**src/rtl/flash_seq_pkg.sv**
```systemverilog
package flash_seq_pkg;

  localparam logic [2:0] OP_PROBE = 3'd0;
  localparam logic [2:0] OP_SECT  = 3'd1;
  localparam logic [2:0] OP_BLK   = 3'd2;
  localparam logic [2:0] OP_CHIP  = 3'd3;
  localparam logic [2:0] OP_PSET  = 3'd4;

  localparam logic [7:0]  CONT_CODE = 8'h7F;
  localparam logic [15:0] UNLK_A1   = 16'h5555;
  localparam logic [15:0] UNLK_A2   = 16'h2AAA;

  typedef enum logic [1:0] {K_WR, K_RD, K_POLL, K_END} step_kind_e;
  typedef enum logic [2:0] {A_UNLK1, A_UNLK2, A_TGT, A_ID_M0, A_ID_D0, A_ID_M1, A_ID_D1} addr_src_e;
  typedef enum logic [2:0] {G_NONE, G_CMD, G_PUNLK, G_ENTRY, G_XUNLK, G_EXIT} gap_src_e;
  typedef enum logic [1:0] {C_ALW, C_MCONT, C_DCONT, C_LONG} cond_e;

  typedef struct packed {
    step_kind_e kind;
    addr_src_e  asrc;
    logic [7:0] data;
    gap_src_e   gsrc;
    cond_e      cond;
  } step_t;

  function automatic step_t mk(step_kind_e k, addr_src_e a, logic [7:0] d, gap_src_e g, cond_e c);
    step_t s;
    s.kind = k;
    s.asrc = a;
    s.data = d;
    s.gsrc = g;
    s.cond = c;
    return s;
  endfunction

  // Micro-program: one step per program counter value
  function automatic step_t step_of(logic [2:0] op, logic [3:0] pc);
    step_t s;
    s = mk(K_END, A_UNLK1, 8'h00, G_NONE, C_ALW);
    if (op == OP_PROBE) begin
      case (pc)
        4'd0: s = mk(K_WR, A_UNLK1, 8'hAA, G_PUNLK, C_ALW);
        4'd1: s = mk(K_WR, A_UNLK2, 8'h55, G_PUNLK, C_ALW);
        4'd2: s = mk(K_WR, A_UNLK1, 8'h90, G_ENTRY, C_ALW);
        4'd3: s = mk(K_RD, A_ID_M0, 8'h00, G_NONE, C_ALW);
        4'd4: s = mk(K_RD, A_ID_D0, 8'h00, G_NONE, C_ALW);
        4'd5: s = mk(K_RD, A_ID_M1, 8'h00, G_NONE, C_MCONT);
        4'd6: s = mk(K_RD, A_ID_D1, 8'h00, G_NONE, C_DCONT);
        4'd7: s = mk(K_WR, A_UNLK1, 8'hAA, G_XUNLK, C_LONG);
        4'd8: s = mk(K_WR, A_UNLK2, 8'h55, G_XUNLK, C_LONG);
        4'd9: s = mk(K_WR, A_UNLK1, 8'hF0, G_EXIT, C_ALW);
        default: s = mk(K_END, A_UNLK1, 8'h00, G_NONE, C_ALW);
      endcase
    end else if (op == OP_PSET) begin
      case (pc)
        4'd0: s = mk(K_WR, A_UNLK1, 8'hAA, G_CMD, C_ALW);
        4'd1: s = mk(K_WR, A_UNLK2, 8'h55, G_CMD, C_ALW);
        4'd2: s = mk(K_WR, A_UNLK1, 8'hA0, G_CMD, C_ALW);
        default: s = mk(K_END, A_UNLK1, 8'h00, G_NONE, C_ALW);
      endcase
    end else begin
      case (pc)
        4'd0: s = mk(K_WR, A_UNLK1, 8'hAA, G_CMD, C_ALW);
        4'd1: s = mk(K_WR, A_UNLK2, 8'h55, G_CMD, C_ALW);
        4'd2: s = mk(K_WR, A_UNLK1, 8'h80, G_CMD, C_ALW);
        4'd3: s = mk(K_WR, A_UNLK1, 8'hAA, G_CMD, C_ALW);
        4'd4: s = mk(K_WR, A_UNLK2, 8'h55, G_CMD, C_ALW);
        4'd5: begin
          if (op == OP_SECT)      s = mk(K_WR, A_TGT, 8'h30, G_CMD, C_ALW);
          else if (op == OP_BLK)  s = mk(K_WR, A_TGT, 8'h50, G_CMD, C_ALW);
          else                    s = mk(K_WR, A_UNLK1, 8'h10, G_CMD, C_ALW);
        end
        4'd6: s = mk(K_POLL, A_UNLK1, 8'h00, G_NONE, C_ALW);
        default: s = mk(K_END, A_UNLK1, 8'h00, G_NONE, C_ALW);
      endcase
    end
    return s;
  endfunction

  function automatic logic [15:0] mask_of(logic [1:0] sel);
    case (sel)
      2'd0:    return 16'hFFFF;
      2'd1:    return 16'h07FF;
      2'd2:    return 16'h0FFF;
      default: return 16'h0000;
    endcase
  endfunction

  function automatic logic odd_parity(logic [7:0] v);
    return ^v;
  endfunction

endpackage

```
**src/rtl/flash_mask_dec.sv**
```systemverilog
module flash_mask_dec
  import flash_seq_pkg::*;
(
  input  logic [1:0]  sel,
  output logic [15:0] mask,
  output logic        valid
);
  assign mask  = mask_of(sel);
  assign valid = (sel != 2'd3);
endmodule

```
**src/rtl/flash_gap_timer.sv**
```systemverilog
module flash_gap_timer #(
  parameter int unsigned CNT_W = 8
) (
  input  logic             clk,
  input  logic             rst_n,
  input  logic             load,
  input  logic [CNT_W-1:0] load_val,
  input  logic             dec,
  output logic             expired
);
  logic [CNT_W-1:0] cnt;

  always_ff @(posedge clk or negedge rst_n) begin
    if (!rst_n)                  cnt <= '0;
    else if (load)               cnt <= load_val;
    else if (dec && cnt != '0)   cnt <= cnt - 1'b1;
  end

  assign expired = (cnt == '0);
endmodule

```
**src/rtl/flash_id_capture.sv**
```systemverilog
module flash_id_capture
  import flash_seq_pkg::*;
(
  input  logic        clk,
  input  logic        rst_n,
  input  logic        clear,
  input  logic        cap,
  input  addr_src_e   src,
  input  logic [7:0]  rdata,
  output logic [15:0] mfr_id,
  output logic [15:0] dev_id,
  output logic        mfr_cont,
  output logic        dev_cont
);
  always_ff @(posedge clk or negedge rst_n) begin
    if (!rst_n) begin
      mfr_id <= '0;
      dev_id <= '0;
    end else if (clear) begin
      mfr_id <= '0;
      dev_id <= '0;
    end else if (cap) begin
      case (src)
        A_ID_M0: mfr_id <= {8'h00, rdata};
        A_ID_D0: dev_id <= {8'h00, rdata};
        A_ID_M1: mfr_id <= {mfr_id[7:0], rdata};
        A_ID_D1: dev_id <= {dev_id[7:0], rdata};
        default: ;
      endcase
    end
  end

  assign mfr_cont = (mfr_id == {8'h00, CONT_CODE});
  assign dev_cont = (dev_id == {8'h00, CONT_CODE});
endmodule

```
**src/rtl/flash_cmd_seq.sv**
```systemverilog
module flash_cmd_seq
  import flash_seq_pkg::*;
#(
  parameter int unsigned ADDR_W         = 16,
  parameter int unsigned CLK_MHZ        = 50,
  parameter int unsigned CMD_GAP_US     = 10,
  parameter int unsigned PROBE_ENTRY_US = 10000,
  parameter int unsigned PROBE_EXIT_US  = 40
) (
  input  logic              clk,
  input  logic              rst_n,
  input  logic              start,
  input  logic [2:0]        op,
  input  logic [1:0]        mask_sel,
  input  logic              long_exit,
  input  logic [ADDR_W-1:0] target_addr,
  input  logic [15:0]       exp_mfr,
  input  logic [15:0]       exp_dev,
  output logic              bus_wr,
  output logic              bus_rd,
  output logic [ADDR_W-1:0] bus_addr,
  output logic [7:0]        bus_wdata,
  input  logic [7:0]        bus_rdata,
  output logic              poll_req,
  input  logic              poll_done,
  output logic              busy,
  output logic              done,
  output logic              err,
  output logic [15:0]       mfr_id,
  output logic [15:0]       dev_id,
  output logic              id_match,
  output logic              parity_warn
);
  localparam int unsigned CMD_CYC   = CLK_MHZ * CMD_GAP_US;
  localparam int unsigned ENTRY_CYC = CLK_MHZ * PROBE_ENTRY_US;
  localparam int unsigned EXIT_CYC  = CLK_MHZ * PROBE_EXIT_US;
  localparam int unsigned PUNLK_CYC = (PROBE_ENTRY_US != 0) ? CMD_CYC : 0;
  localparam int unsigned XUNLK_CYC = (PROBE_EXIT_US != 0) ? CMD_CYC : 0;
  localparam int unsigned MAX_A     = (CMD_CYC > ENTRY_CYC) ? CMD_CYC : ENTRY_CYC;
  localparam int unsigned MAX_CYC   = (MAX_A > EXIT_CYC) ? MAX_A : EXIT_CYC;
  localparam int unsigned CNT_W     = $clog2(MAX_CYC + 2);

  typedef enum logic [1:0] {S_IDLE, S_RUN, S_GAP, S_POLL} state_e;

  state_e            state;
  logic [3:0]        pc;
  logic [2:0]        op_q;
  logic              long_q;
  logic [ADDR_W-1:0] tgt_q;
  logic [15:0]       mask_q;
  logic              cap_pend;
  addr_src_e         cap_src;

  logic [15:0] sel_mask;
  logic        sel_valid;
  logic        gap_expired;
  logic        mfr_cont, dev_cont;

  // Named internal events
  step_t cur;
  logic  skip;
  logic  accept;
  logic  reject;
  logic  issue_wr;
  logic  issue_rd;
  logic  enter_poll;
  logic  finish;

  function automatic logic [ADDR_W-1:0] addr_of(addr_src_e a, logic [15:0] m, logic [ADDR_W-1:0] t);
    case (a)
      A_UNLK1: return ADDR_W'(UNLK_A1 & m);
      A_UNLK2: return ADDR_W'(UNLK_A2 & m);
      A_TGT:   return t;
      A_ID_M0: return ADDR_W'(16'h0000);
      A_ID_D0: return ADDR_W'(16'h0001);
      A_ID_M1: return ADDR_W'(16'h0100);
      A_ID_D1: return ADDR_W'(16'h0101);
      default: return '0;
    endcase
  endfunction

  function automatic logic [CNT_W-1:0] gap_of(gap_src_e g);
    case (g)
      G_CMD:   return CNT_W'(CMD_CYC);
      G_PUNLK: return CNT_W'(PUNLK_CYC);
      G_ENTRY: return CNT_W'(ENTRY_CYC);
      G_XUNLK: return CNT_W'(XUNLK_CYC);
      G_EXIT:  return CNT_W'(EXIT_CYC);
      default: return '0;
    endcase
  endfunction

  flash_mask_dec u_mask (
    .sel   (mask_sel),
    .mask  (sel_mask),
    .valid (sel_valid)
  );

  assign cur = step_of(op_q, pc);

  always_comb begin
    case (cur.cond)
      C_MCONT: skip = !mfr_cont;
      C_DCONT: skip = !dev_cont;
      C_LONG:  skip = !long_q;
      default: skip = 1'b0;
    endcase
  end

  assign accept     = (state == S_IDLE) && start && sel_valid && (op <= OP_PSET);
  assign reject     = (state == S_IDLE) && start && !(sel_valid && (op <= OP_PSET));
  assign issue_wr   = (state == S_RUN) && !skip && (cur.kind == K_WR);
  assign issue_rd   = (state == S_RUN) && !skip && (cur.kind == K_RD);
  assign enter_poll = (state == S_RUN) && (cur.kind == K_POLL);
  assign finish     = (state == S_RUN) && (cur.kind == K_END);

  flash_gap_timer #(.CNT_W(CNT_W)) u_gap (
    .clk      (clk),
    .rst_n    (rst_n),
    .load     (issue_wr || issue_rd),
    .load_val (gap_of(cur.gsrc)),
    .dec      (state == S_GAP),
    .expired  (gap_expired)
  );

  flash_id_capture u_ids (
    .clk      (clk),
    .rst_n    (rst_n),
    .clear    (accept),
    .cap      (cap_pend),
    .src      (cap_src),
    .rdata    (bus_rdata),
    .mfr_id   (mfr_id),
    .dev_id   (dev_id),
    .mfr_cont (mfr_cont),
    .dev_cont (dev_cont)
  );

  always_ff @(posedge clk or negedge rst_n) begin
    if (!rst_n) begin
      state       <= S_IDLE;
      pc          <= '0;
      op_q        <= OP_PROBE;
      long_q      <= 1'b0;
      tgt_q       <= '0;
      mask_q      <= 16'hFFFF;
      bus_wr      <= 1'b0;
      bus_rd      <= 1'b0;
      bus_addr    <= '0;
      bus_wdata   <= '0;
      done        <= 1'b0;
      err         <= 1'b0;
      id_match    <= 1'b0;
      parity_warn <= 1'b0;
      cap_pend    <= 1'b0;
      cap_src     <= A_ID_M0;
    end else begin
      bus_wr   <= 1'b0;
      bus_rd   <= 1'b0;
      done     <= 1'b0;
      err      <= 1'b0;
      cap_pend <= issue_rd;
      if (issue_rd) cap_src <= cur.asrc;
      case (state)
        S_IDLE: begin
          if (accept) begin
            state       <= S_RUN;
            pc          <= '0;
            op_q        <= op;
            long_q      <= long_exit;
            tgt_q       <= target_addr;
            mask_q      <= sel_mask;
            id_match    <= 1'b0;
            parity_warn <= 1'b0;
          end else if (reject) begin
            done <= 1'b1;
            err  <= 1'b1;
          end
        end
        S_RUN: begin
          if (skip) begin
            pc <= pc + 4'd1;
          end else if (issue_wr || issue_rd) begin
            bus_wr    <= issue_wr;
            bus_rd    <= issue_rd;
            bus_addr  <= addr_of(cur.asrc, mask_q, tgt_q);
            bus_wdata <= issue_wr ? cur.data : 8'h00;
            pc        <= pc + 4'd1;
            state     <= S_GAP;
          end else if (enter_poll) begin
            pc    <= pc + 4'd1;
            state <= S_POLL;
          end else if (finish) begin
            state <= S_IDLE;
            done  <= 1'b1;
            if (op_q == OP_PROBE) begin
              id_match    <= (mfr_id == exp_mfr) && (dev_id == exp_dev);
              parity_warn <= !odd_parity(mfr_id[7:0]);
            end
          end
        end
        S_GAP: begin
          if (gap_expired) state <= S_RUN;
        end
        S_POLL: begin
          if (poll_done) state <= S_RUN;
        end
        default: state <= S_IDLE;
      endcase
    end
  end

  assign busy     = (state != S_IDLE);
  assign poll_req = (state == S_POLL);

endmodule

```
**config.mk**
```make
export PLATFORM = sky130hd
export DESIGN_NAME = flash_cmd_seq
export DESIGN_NICKNAME = d
export VERILOG_FILES = /design/src/rtl/flash_seq_pkg.sv /design/src/rtl/flash_mask_dec.sv /design/src/rtl/flash_gap_timer.sv /design/src/rtl/flash_id_capture.sv /design/src/rtl/flash_cmd_seq.sv
export SDC_FILE = /design/constraint.sdc
export NUM_CORES = 1
export LEC_CHECK = 0
export ABC_AREA = 1
export CAP_MARGIN = 20
export CORE_MARGIN = 3
export CORE_UTILIZATION = 56
export DETAILED_ROUTE_END_ITERATION = 10
export PLACE_DENSITY = 0.94
export SLEW_MARGIN = 20
export SYNTH_ARGS = -nofsm -noshare
export SYNTH_HDL_FRONTEND = slang
export SYNTH_SLANG_ARGS = --single-unit
export TNS_END_PERCENT = 1
```
**constraint.sdc**
```tcl
create_clock -name clk -period 3.24 [get_ports clk]
set_clock_uncertainty 0.15 [all_clocks]
set_input_delay 0.648 -clock clk [delete_from_list [all_inputs] [get_ports clk]]
set_output_delay 0.648 -clock clk [all_outputs]
set_load 0.01 [all_outputs]
```
==> results of run 1 <==
==> power groups by stage <==
stage	logic (W)	clock network, W	registers, W
final	0.00444	0.00119	0.00255
after floorplan	0.00289	0	0.00252
after detailed placement	0.00436	0	0.00254
after CTS	0.00441	0.00120	0.00253
after global placement	0.00422	0	0.00253
after global routing	0.00496	0.00125	0.00261
==> per-stage QoR <==
| step | instance area, sq um | worst slack (ns) | instances | total power (W) | hold WS (ns) |
|---|---|---|---|---|---|
| 2_1_floorplan | 6500 | 1.12 | 881 | 0.00541 | 0.202 |
| 3_3_place_gp | 7890 | 0.414 | 1136 | 0.00675 | 0.309 |
| 3_5_place_dp | 7890 | 0.229 | 1136 | 0.00690 | 0.314 |
| 4_1_cts | 8210 | 0.468 | 1152 | 0.00815 | 0.0823 |
| 5_1_grt | 8210 | 0.213 | 1152 | 0.00882 | 0.0963 |
| 6_report | 8210 | 0.435 | 1152 | 0.00818 | 0.0722 |
==> cells in the mapped netlist, types with 7 or more instances <==
master	n	area, sq um
dfrtp_1	107	2680
xnor2_1	9	78.8
buf_2	9	45.0
nor2_1	81	304
nand2_1	301	1130
inv_2	7	26.3
nand3_1	41	205
nand4_1	21	131
inv_1	95	357
nand2_2	8	50.1
xor2_1	18	158
a22oi_1	8	60.1
ha_1	11	138
a21oi_1	11	55.1
nor3_1	8	40.0
o21ai_1	18	90.1
o21ai_0	60	300
==> layout make-up <==
type | count | share of cell area (%)
clock buffer | 9 | 2.74
timing repair buffer | 139 | 16.8
sequential | 112 | 34.2
multi-input combinational | 642 | 38.3
inverter | 103 | 4.71
clock inverter | 7 | 1.19
tap | 140 | 2.13
==> kinds of logic (layout without fill, tap and decap cells) <==
group,Yosys count,in the layout
buffers and inverters,127,258
flip-flops,112,112
AND/OR/NAND/NOR,483,483
multiplexers,4,4
adder cells (fa/ha/maj),11,11
AO/OA/AOI/OAI,117,117
XOR/XNOR,27,27
==> registers in the layout (all words and copies together) (netlist names) <==
register / cells
u_ids.mfr_id: 16
cap_src: 3
bus_wdata: 6
cap_pend: 1
u_gap.cnt: 19
state: 2
bus_addr: 16
mask_q: 3
err: 1
op_q: 3
bus_wr: 1
bus_rd: 1
id_match: 1
u_ids.dev_id: 16
long_q: 1
done: 1
parity_warn: 1
pc: 4
tgt_q: 16
==> worst max-delay path by stage <==
stage	depth (start not counted)	startpoint	slack, ns	to
after floorplan	13	pc[0]$_DFFE_PN0P_	1.12	u_gap.cnt[8]$_DFFE_PN0P_
final	14	pc[0]$_DFFE_PN0P_	0.43	u_gap.cnt[16]$_DFFE_PN0P_
after global placement	8	op[0]	0.41	u_ids.mfr_id[11]$_DFFE_PN0P_
after global routing	14	pc[0]$_DFFE_PN0P_	0.21	u_gap.cnt[13]$_DFFE_PN0P_
after CTS	14	pc[0]$_DFFE_PN0P_	0.47	u_gap.cnt[16]$_DFFE_PN0P_
after detailed placement	8	op[0]	0.23	u_ids.mfr_id[5]$_DFFE_PN0P_
==> per-layer routing <==
layer  global-route usage, %  share of wire [%]  vias up
met5                       0                  0        -
met4                    11.2                3.2        0
met3                    5.57                5.9       58
met2                    50.6                 50      256
met1                    35.1                 41     2953
li1                        -                  -     3049
==> worst max-delay path: cells and delay by family (launching register included) <==
kind | cells | cell delay (ns)
flops | 1 | 0.45
simple gates | 9 | 0.86
fa+ha+maj | 1 | 0.27
compound gates | 2 | 0.52
buf+inv | 2 | 0.47
==> impl_metrics.py, run 1 <==
metrics = {
    "outcome": {
        "status": "completed",
    },
    "routing": {
        "route.detailed.drc": 0,
        "routedWlPerCell_microns": 15.7,
        "vias": 6316,
        "via_per_inst": 5.48,
        "finalWirelength_microns": 18100,
        "ant_nets": 0,
        "drt_first_iter_violations": 659,
        "firstDrtPassIters": 5,
    },
    "synthesis": {
        "synth_simple_gate_area_share_pct": 31.6,
        "yosys_warnings": 0,
        "synth_nets": 958,
        "netlist_instances": 881,
        "synth_xor_area_share_pct": 3.64,
        "async_reset_ff_share_pct": 100,
        "seq_area_frac_synth_pct": 43.2,
        "synthAdderAreaFrac_pct": 2.12,
        "synth_compound_area_share_pct": 10.2,
        "synthFlopType": "dfrtp_1",
        "ys_types": 43,
        "syn_avg_cell_area_sq_um": 7.38,
        "syn_area_sq_um": 6500,
        "synth_top_family_by_area": "simple AND/OR/NAND/NOR gates",
        "synth_edf_count": 0,
        "synthMuxAreaShare_pct": 0.693,
        "ys_ff_latch": 112,
    },
    "cts": {
        "cts_tree": "built",
        "cts_buffer_depth": 2,
        "postCtsSetupBuffers": 0,
        "clkSlewWorstSetupHoldPaths_ns": 0.08,
        "clkSinkCount": 112,
        "cts_hold_buf": 0,
        "root_buffer": "clkbuf_16",
        "ctsResizeCount": 0,
        "cts_buffers": 9,
        "h-tree-depth": 3,
        "insertion_delay_ns": 0.37,
    },
    "setup_path": {
        "crit_chain": "inv_1, ha_1, o21ai_0, nand2_1, o21bai_2, nand2_1, nand2_1, nand2_1, nand2_4, buf_4, nand2_1, nand2_1, nand2_1, nand2_1",
        "arrival_ns": 2.96,
        "crit_path_frequent_cell": "nand2_1",
        "path_max_fanout": 23,
        "reg2reg_from": "pc[0]$_DFFE_PN0P_",
        "worstSetupEndpointType": "flip-flop",
        "reg2regPathDepth": 14,
        "worst-setup-path-type": "reg2reg",
        "cp_slowest_cell": "dfrtp_1",
        "worst_r2r_endpoint": "u_gap.cnt[16]$_DFFE_PN0P_",
        "reg2reg_slack_ns": 0.43,
        "required_ns": 3.39,
        "worst_path_largest_cell_delay_ns": 0.45,
        "critPathLaunchType": "flip-flop",
    },
    "global_route": {
        "grt_max_degree": 60,
        "antenna_found_initial": 0,
        "track_usage_pct": 28.9,
        "first_global_vias": 6101,
        "grt_overflow_total": 0,
        "grt_pass1_wl_microns": 29400,
    },
    "power_and_ir_drop": {
        "seq_power_share_pct": 31.2,
        "switching_share_pct": 46.3,
        "powerDensity_nw_per_um2": 997,
        "power_frac_comb_pct": 54.3,
        "p_int_w": 0.00439,
        "pwr-share-clk_pct": 14.5,
        "p_leak_nw": 4.11,
        "p_sw_w": 0.00379,
        "ir_drop_mv": 0.594,
    },
    "sta": {
        "tightest_slew_ns": 0.579,
        "fin_crit_ns": 2.81,
        "setup_tns_ns": 0,
        "timing.final.crit_share_pct": 86.6,
        "grt_setup_unrepaired": "false",
        "finalMaxSlewViolations": 0,
        "hold_violations": 0,
        "setup-violations-final": 0,
        "max_freq_ghz": 0.356,
        "slew_headroom_pct": 61.4,
    },
    "place": {
        "numPortBuffers": 129,
        "dp_hpwl_microns": 13600,
        "place.gp.congestion": 0.945,
    },
    "cells_and_area": {
        "drive_gt1_share_pct": 7.51,
        "fin_util_pct": 74.1,
        "area_growth_pct": 26.3,
        "multi_input_area_sq_um": 3140,
        "most-common-layout-cells": "nand2_1, clkdlybuf4s50_1, dfrtp_1, inv_1, nor2_1",
        "antenna-diode-count": 0,
        "nets": 1084,
        "final_common_cell": "nand2_1",
        "fillers": 790,
        "regArea_sq_um": 2810,
    },
    "die": {
        "die_h_microns": 114,
        "rows": 38,
        "start_util_pct": 58.7,
        "num_io_pins": 130,
        "design.die.area_sq_um": 12900,
        "core_sq_um": 11100,
        "fp.dieW_microns": 114,
    },
    "job": {
        "drv_cap": 0,
    },
    "worst_hold_path": {
        "worst_hold_path_type": "in2async",
    },
}
No activity file was read; power rests on OpenSTA's default activity.
==> run 2, diff against run 1 <==
--- a/config.mk
+++ b/config.mk
@@ -7,10 +7,12 @@
 export LEC_CHECK = 0
 export ABC_AREA = 1
 export CAP_MARGIN = 20
+export CELL_PAD_IN_SITES_DETAIL_PLACEMENT = 1
+export CELL_PAD_IN_SITES_GLOBAL_PLACEMENT = 1
 export CORE_MARGIN = 3
-export CORE_UTILIZATION = 56
+export CORE_UTILIZATION = 40
 export DETAILED_ROUTE_END_ITERATION = 10
-export PLACE_DENSITY = 0.94
+export PLACE_DENSITY = 0.93
 export SLEW_MARGIN = 20
 export SYNTH_ARGS = -nofsm -noshare
 export SYNTH_HDL_FRONTEND = slang
==> run 2 against run 1 <==
Against the previous run:
- fmax grew 4.1%
- first-iteration DRC count shrank 58%
- via count grew 0.82%
==> impl_metrics.py, run 2 (same netlist as run 1, synthesis figures left out) <==
metrics = {
    "sta": {
        "finalMaxSlewViolations": 0,
        "timing.final.crit_share_pct": 83.2,
        "setup-violations-final": 0,
        "max_freq_ghz": 0.371,
        "hold_violations": 0,
        "setup_tns_ns": 0,
        "fin_crit_ns": 2.69,
        "slew_headroom_pct": 52.2,
        "tightest_slew_ns": 0.716,
        "final.setup.worst_slack_ns": 0.545,
        "grt_setup_unrepaired": "false",
    },
    "die": {
        "core_sq_um": 15500,
        "start_util_pct": 41.8,
        "rows": 45,
        "fp.dieW_microns": 133,
        "die_h_microns": 133,
        "num_io_pins": 130,
        "design.die.area_sq_um": 17800,
    },
    "outcome": {
        "status": "completed",
    },
    "routing": {
        "routedWlPerCell_microns": 17.5,
        "ant_nets": 0,
        "drt_first_iter_violations": 274,
        "via_per_inst": 5.20,
        "route.detailed.drc": 0,
        "vias": 6368,
        "firstDrtPassIters": 4,
        "finalWirelength_microns": 21500,
    },
    "cells_and_area": {
        "largest-register": "u_gap.cnt",
        "regArea_sq_um": 2810,
        "antenna-diode-count": 0,
        "most-common-layout-cells": "nand2_1, clkdlybuf4s50_1, dfrtp_1, inv_1, nor2_1",
        "fillers": 1964,
        "nets": 1086,
        "drive_gt1_share_pct": 7.59,
        "largest_reg_flops": 19,
        "multi_input_area_sq_um": 3140,
        "final_common_cell": "nand2_1",
        "area_growth_pct": 27.4,
    },
    "cts": {
        "cts_hold_buf": 0,
        "insertion_delay_ns": 0.37,
        "cts_tree": "built",
        "h-tree-depth": 3,
        "cts_buffer_depth": 2,
        "root_buffer": "clkbuf_16",
        "clkSlewWorstSetupHoldPaths_ns": 0.08,
        "cts_buffers": 9,
        "ctsResizeCount": 0,
        "postCtsSetupBuffers": 0,
        "clkSinkCount": 112,
    },
    "global_route": {
        "antenna_found_initial": 0,
        "grt_max_degree": 53,
        "first_global_vias": 6925,
        "grt_pass1_wl_microns": 35300,
        "grt_overflow_total": 0,
        "track_usage_pct": 24.5,
    },
    "setup_path": {
        "reg2reg_from": "pc[0]$_DFFE_PN0P_",
        "reg2regPathDepth": 14,
        "required_ns": 3.40,
        "crit_start": "pc[0]$_DFFE_PN0P_",
        "arrival_ns": 2.85,
        "crit_end": "u_gap.cnt[9]$_DFFE_PN0P_",
        "worstSetupEndpointType": "flip-flop",
        "path_max_fanout": 40,
        "worst-setup-path-type": "reg2reg",
        "reg2reg_slack_ns": 0.55,
        "worst_r2r_endpoint": "u_gap.cnt[9]$_DFFE_PN0P_",
        "critPathLaunchType": "flip-flop",
    },
    "place": {
        "place.gp.congestion": 0.850,
        "dp_hpwl_microns": 16500,
        "numPortBuffers": 129,
        "dp_slack_ns": 0.289,
    },
    "job": {
        "drv_cap": 0,
    },
    "worst_hold_path": {
        "worst_hold_path_type": "in2async",
    },
    "power_and_ir_drop": {
        "p_leak_nw": 4.10,
        "powerDensity_nw_per_um2": 999,
        "ir_drop_mv": 0.415,
    },
}
==> run 2: critical path: stages, from the launching register on <==
cell,delay (ns)
dfrtp_1,0.46
inv_1,0.16
ha_1,0.29
o21ai_0,0.34
nand2_1,0.15
o21bai_2,0.22
nand2_1,0.08
nand2_1,0.06
nand2_1,0.09
nand2_4,0.12
buf_12,0.21
nand2_1,0.09
nand2_1,0.09
nand2_1,0.05
nand2_1,0.05
==> run 2: layer usage <==
metal / global-route usage (%) / wire [microns]
met1: 29.5 / 8930
met3: 4.76 / 935
met5: 0 / 0
met2: 44.2 / 11100
met4: 7.54 / 503
==> run 2: power breakdown <==
group          leakage [nW]  total (W)  internal, W  switching, W
registers              1.44    0.00255      0.00199      0.000555
logic                  2.53    0.00462      0.00179       0.00283
clock network         0.135    0.00110     0.000535      0.000566
==> run 2: worst min-delay path by stage <==
stage,from,endpoint,slack [ns],depth (start not counted)
2_1_floorplan,rst_n,bus_addr[0]$_DFFE_PN0P_,0.20,0
5_1_grt,rst_n,u_ids.mfr_id[8]$_DFFE_PN0P_,0.24,1
3_3_place_gp,mask_q[11]$_DFFE_PN1P_,mask_q[11]$_DFFE_PN1P_,0.31,2
6_report,rst_n,u_ids.mfr_id[8]$_DFFE_PN0P_,0.19,1
4_1_cts,rst_n,u_ids.mfr_id[8]$_DFFE_PN0P_,0.21,1
3_5_place_dp,u_gap.cnt[15]$_DFFE_PN0P_,u_gap.cnt[15]$_DFFE_PN0P_,0.33,2
==> run 2: layout make-up <==
cell class | instances | share of cell area (%)
well taps | 211 | 3.19
repair buffers | 141 | 16.9
multi-input cells | 642 | 37.9
clock inverters | 6 | 0.604
clock buffers | 10 | 2.76
inverters | 103 | 4.67
flip-flops and latches | 112 | 33.9
==> run 2: metrics by stage <==
step / std cells / util [%] / power [W] / hold slack, ns / cell area (sq um)
after floorplan: 881 / - / 0.00541 / 0.202 / 6500
after global placement: 1209 / 51.5 / 0.00689 / 0.307 / 8000
after detailed placement: 1209 / 51.5 / 0.00716 / 0.326 / 8000
after CTS: 1225 / 53.3 / 0.00832 / 0.211 / 8280
after global routing: 1225 / 53.3 / 0.00896 / 0.245 / 8280
final: 1225 / 53.3 / 0.00827 / 0.194 / 8280
==> run 3, diff against run 2 <==
--- a/config.mk
+++ b/config.mk
@@ -10,9 +10,9 @@
 export CELL_PAD_IN_SITES_DETAIL_PLACEMENT = 1
 export CELL_PAD_IN_SITES_GLOBAL_PLACEMENT = 1
 export CORE_MARGIN = 3
-export CORE_UTILIZATION = 40
+export CORE_UTILIZATION = 34
 export DETAILED_ROUTE_END_ITERATION = 10
-export PLACE_DENSITY = 0.93
+export PLACE_DENSITY = 0.85
 export SLEW_MARGIN = 20
 export SYNTH_ARGS = -nofsm -noshare
 export SYNTH_HDL_FRONTEND = slang
==> constraint.sdc (replaced) <==
create_clock -name clk -period 2.2 [get_ports clk]
set_clock_uncertainty 0.15 [all_clocks]
set_input_delay 0.44 -clock clk [delete_from_list [all_inputs] [get_ports clk]]
set_output_delay 0.44 -clock clk [all_outputs]
set_load 0.01 [all_outputs]
==> run 3 against run 2 <==
Against the previous run:
- the flow now finishes with violations (setup timing)
- utilization down 2.0 points
- sequential power up 42%
- first-iteration DRC count up 5.1%
- fmax up 18%
- final area up 14%
- critical path depth up 2
- cell count up 8.9%
- worst setup slack worse by 0.64 ns
- critical endpoint is now u_gap.cnt[17]$_DFFE_PN0P_
==> impl_metrics.py, run 3 (same netlist as run 1, synthesis figures left out) <==
metrics = {
    "setup_path": {
        "path_max_fanout": 8,
        "worstSetupEndpointType": "flip-flop",
        "required_ns": 2.30,
        "reg2reg_from": "pc[1]$_DFFE_PN0P_",
        "crit_start": "pc[1]$_DFFE_PN0P_",
        "arrival_ns": 2.40,
        "worst-setup-path-type": "reg2reg",
        "critPathLaunchType": "flip-flop",
    },
    "place": {
        "post_dp_cell_area_sq_um": 8650,
        "dp.cells": 1307,
        "dp_hpwl_microns": 18200,
        "numPortBuffers": 129,
        "place.gp.congestion": 0.904,
    },
    "sta": {
        "hold_violations": 0,
        "max_freq_ghz": 0.436,
        "setup-violations-final": 41,
        "slew_headroom_pct": 57.6,
        "tightest_slew_ns": 0.633,
        "finalMaxSlewViolations": 0,
        "fin_crit_ns": 2.29,
        "final.setup.worst_slack_ns": -0.0927,
        "timing.final.crit_share_pct": 104,
        "grt_setup_unrepaired": "true",
    },
    "cells_and_area": {
        "stdcell_count": 1334,
        "fillers": 2268,
        "largest_reg_flops": 19,
        "most-common-layout-cells": "nand2_1, clkdlybuf4s50_1, dfrtp_1, inv_1, buf_4",
        "nets": 1177,
        "fin_util_pct": 51.3,
        "drive_gt1_share_pct": 20.7,
        "multi_input_area_sq_um": 3440,
        "fin_area_sq_um": 9430,
        "area_growth_pct": 45.0,
        "final_common_cell": "nand2_1",
        "largest-register": "u_gap.cnt",
        "antenna-diode-count": 0,
        "regArea_sq_um": 2810,
    },
    "job": {
        "drv_cap": 0,
    },
    "outcome": {
        "violations": "setup timing",
        "status": "finished with violations",
    },
    "cts": {
        "h-tree-depth": 3,
        "cts_buffer_depth": 2,
        "clkSinkCount": 112,
        "cts_tree": "built",
        "root_buffer": "clkbuf_16",
        "insertion_delay_ns": 0.37,
        "cts_buffers": 9,
        "clkSlewWorstSetupHoldPaths_ns": 0.08,
    },
    "routing": {
        "vias": 6826,
        "via_per_inst": 5.12,
        "routedWlPerCell_microns": 18.4,
        "finalWirelength_microns": 24600,
        "firstDrtPassIters": 4,
        "route.detailed.drc": 0,
        "drt_first_iter_violations": 288,
        "ant_nets": 0,
    },
    "die": {
        "fp.dieW_microns": 144,
        "core_sq_um": 18400,
        "num_io_pins": 130,
        "rows": 49,
        "die_h_microns": 144,
        "design.die.area_sq_um": 20800,
        "start_util_pct": 35.3,
    },
    "global_route": {
        "grt_max_degree": 35,
        "grt_overflow_total": 0,
        "track_usage_pct": 23.1,
        "first_global_vias": 7219,
        "antenna_found_initial": 0,
        "grt_pass1_wl_microns": 37700,
    },
    "worst_hold_path": {
        "worst_hold_path_type": "reg2reg",
        "min_from": "mask_q[11]$_DFFE_PN1P_",
    },
    "power_and_ir_drop": {
        "p_leak_nw": 4.66,
        "power_w": 0.0145,
        "powerDensity_nw_per_um2": 1530,
        "ir_drop_mv": 0.655,
    },
}
[run 3: changes by cell type in the layout (fill, tap and decap cells not counted), sizes merged]
cell	before	now
dlygate4sd3	0	1
clkdlybuf4s50	128	127
inv	105	107
buf	13	102
clkinv	3	1
dlygate4sd2	0	1
clkbuf	10	11
[run 3: worst max-delay path: stages, from the launching register on]
cell and delay [ns]:
dfrtp_1 0.44, buf_6 0.14, buf_6 0.11, nand2_2 0.07, nand2_2 0.09, nand2_1 0.07, nor2_2 0.16, nor2_4 0.06
nand2_2 0.11, nor2_4 0.06, nor2_4 0.17, nand2_4 0.13, buf_12 0.17, nand2_2 0.06, nand2_1 0.06, nand2_1 0.07
nand2_1 0.07
[run 3: per-stage QoR]
stage | TNS [ns] | setup WS [ns] | hold WS (ns)
2_1_floorplan | 0 | 0.0754 | -0.00559
3_3_place_gp | -3.99 | -0.149 | 0.303
3_5_place_dp | -11.59 | -0.238 | 0.307
4_1_cts | -0.00823 | -0.00444 | 0.331
5_1_grt | -7.74 | -0.199 | 0.349
6_report | -2.20 | -0.0927 | 0.325
[run 3: worst paths after layout]
| path | depth (start not counted) | slack, ns | endpoint |
|---|---|---|---|
| max in group asynchronous | 3 | 0.70 | mask_q[10]$_DFFE_PN1P_ |
| min in group asynchronous | 2 | 0.45 | tgt_q[10]$_DFFE_PN0P_ |
| worst min register to register | 2 | 0.33 | mask_q[11]$_DFFE_PN1P_ |
| worst max-delay path | 16 | -0.09 | u_gap.cnt[17]$_DFFE_PN0P_ |
| worst max register to register | 16 | -0.09 | u_gap.cnt[17]$_DFFE_PN0P_ |
| worst min-delay path | 2 | 0.33 | mask_q[11]$_DFFE_PN1P_ |
[run 3: final cells by class]
| type | instances | area share (%) |
|---|---|---|
| Clock buffer | 10 | 2.43 |
| Inverter | 103 | 4.13 |
| Clock inverter | 6 | 0.597 |
| Timing Repair Buffer | 232 | 23.5 |
| Tap cell | 229 | 3.04 |
| Sequential cell | 112 | 29.8 |
| Multi-Input combinational cell | 642 | 36.5 |
[run 3: per-layer routing]
metal	global-route usage, %	share of wire, %
met2	41.6	53
met3	4.07	3.3
met5	0	0
met4	6.04	1.7
met1	28.7	42
[run 3: repair_timing]
item | 4_1_cts | 5_1_grt
endpoints found under the setup margin | 54 | 55
gates resized for setup | 32 | 70
buffers inserted | 4 | 5
cloned | 1 | 1
pin swaps | 8 | 27
hold buffers | 1 | 0
endpoints found under the hold margin | 25 | 0
[run 3: where the power goes]
part / total, W / internal [W] / switching [W]
combinational: 0.00919 / 0.00400 / 0.00519
sequential: 0.00361 / 0.00294 / 0.000667
clock: 0.00166 / 0.000800 / 0.000861
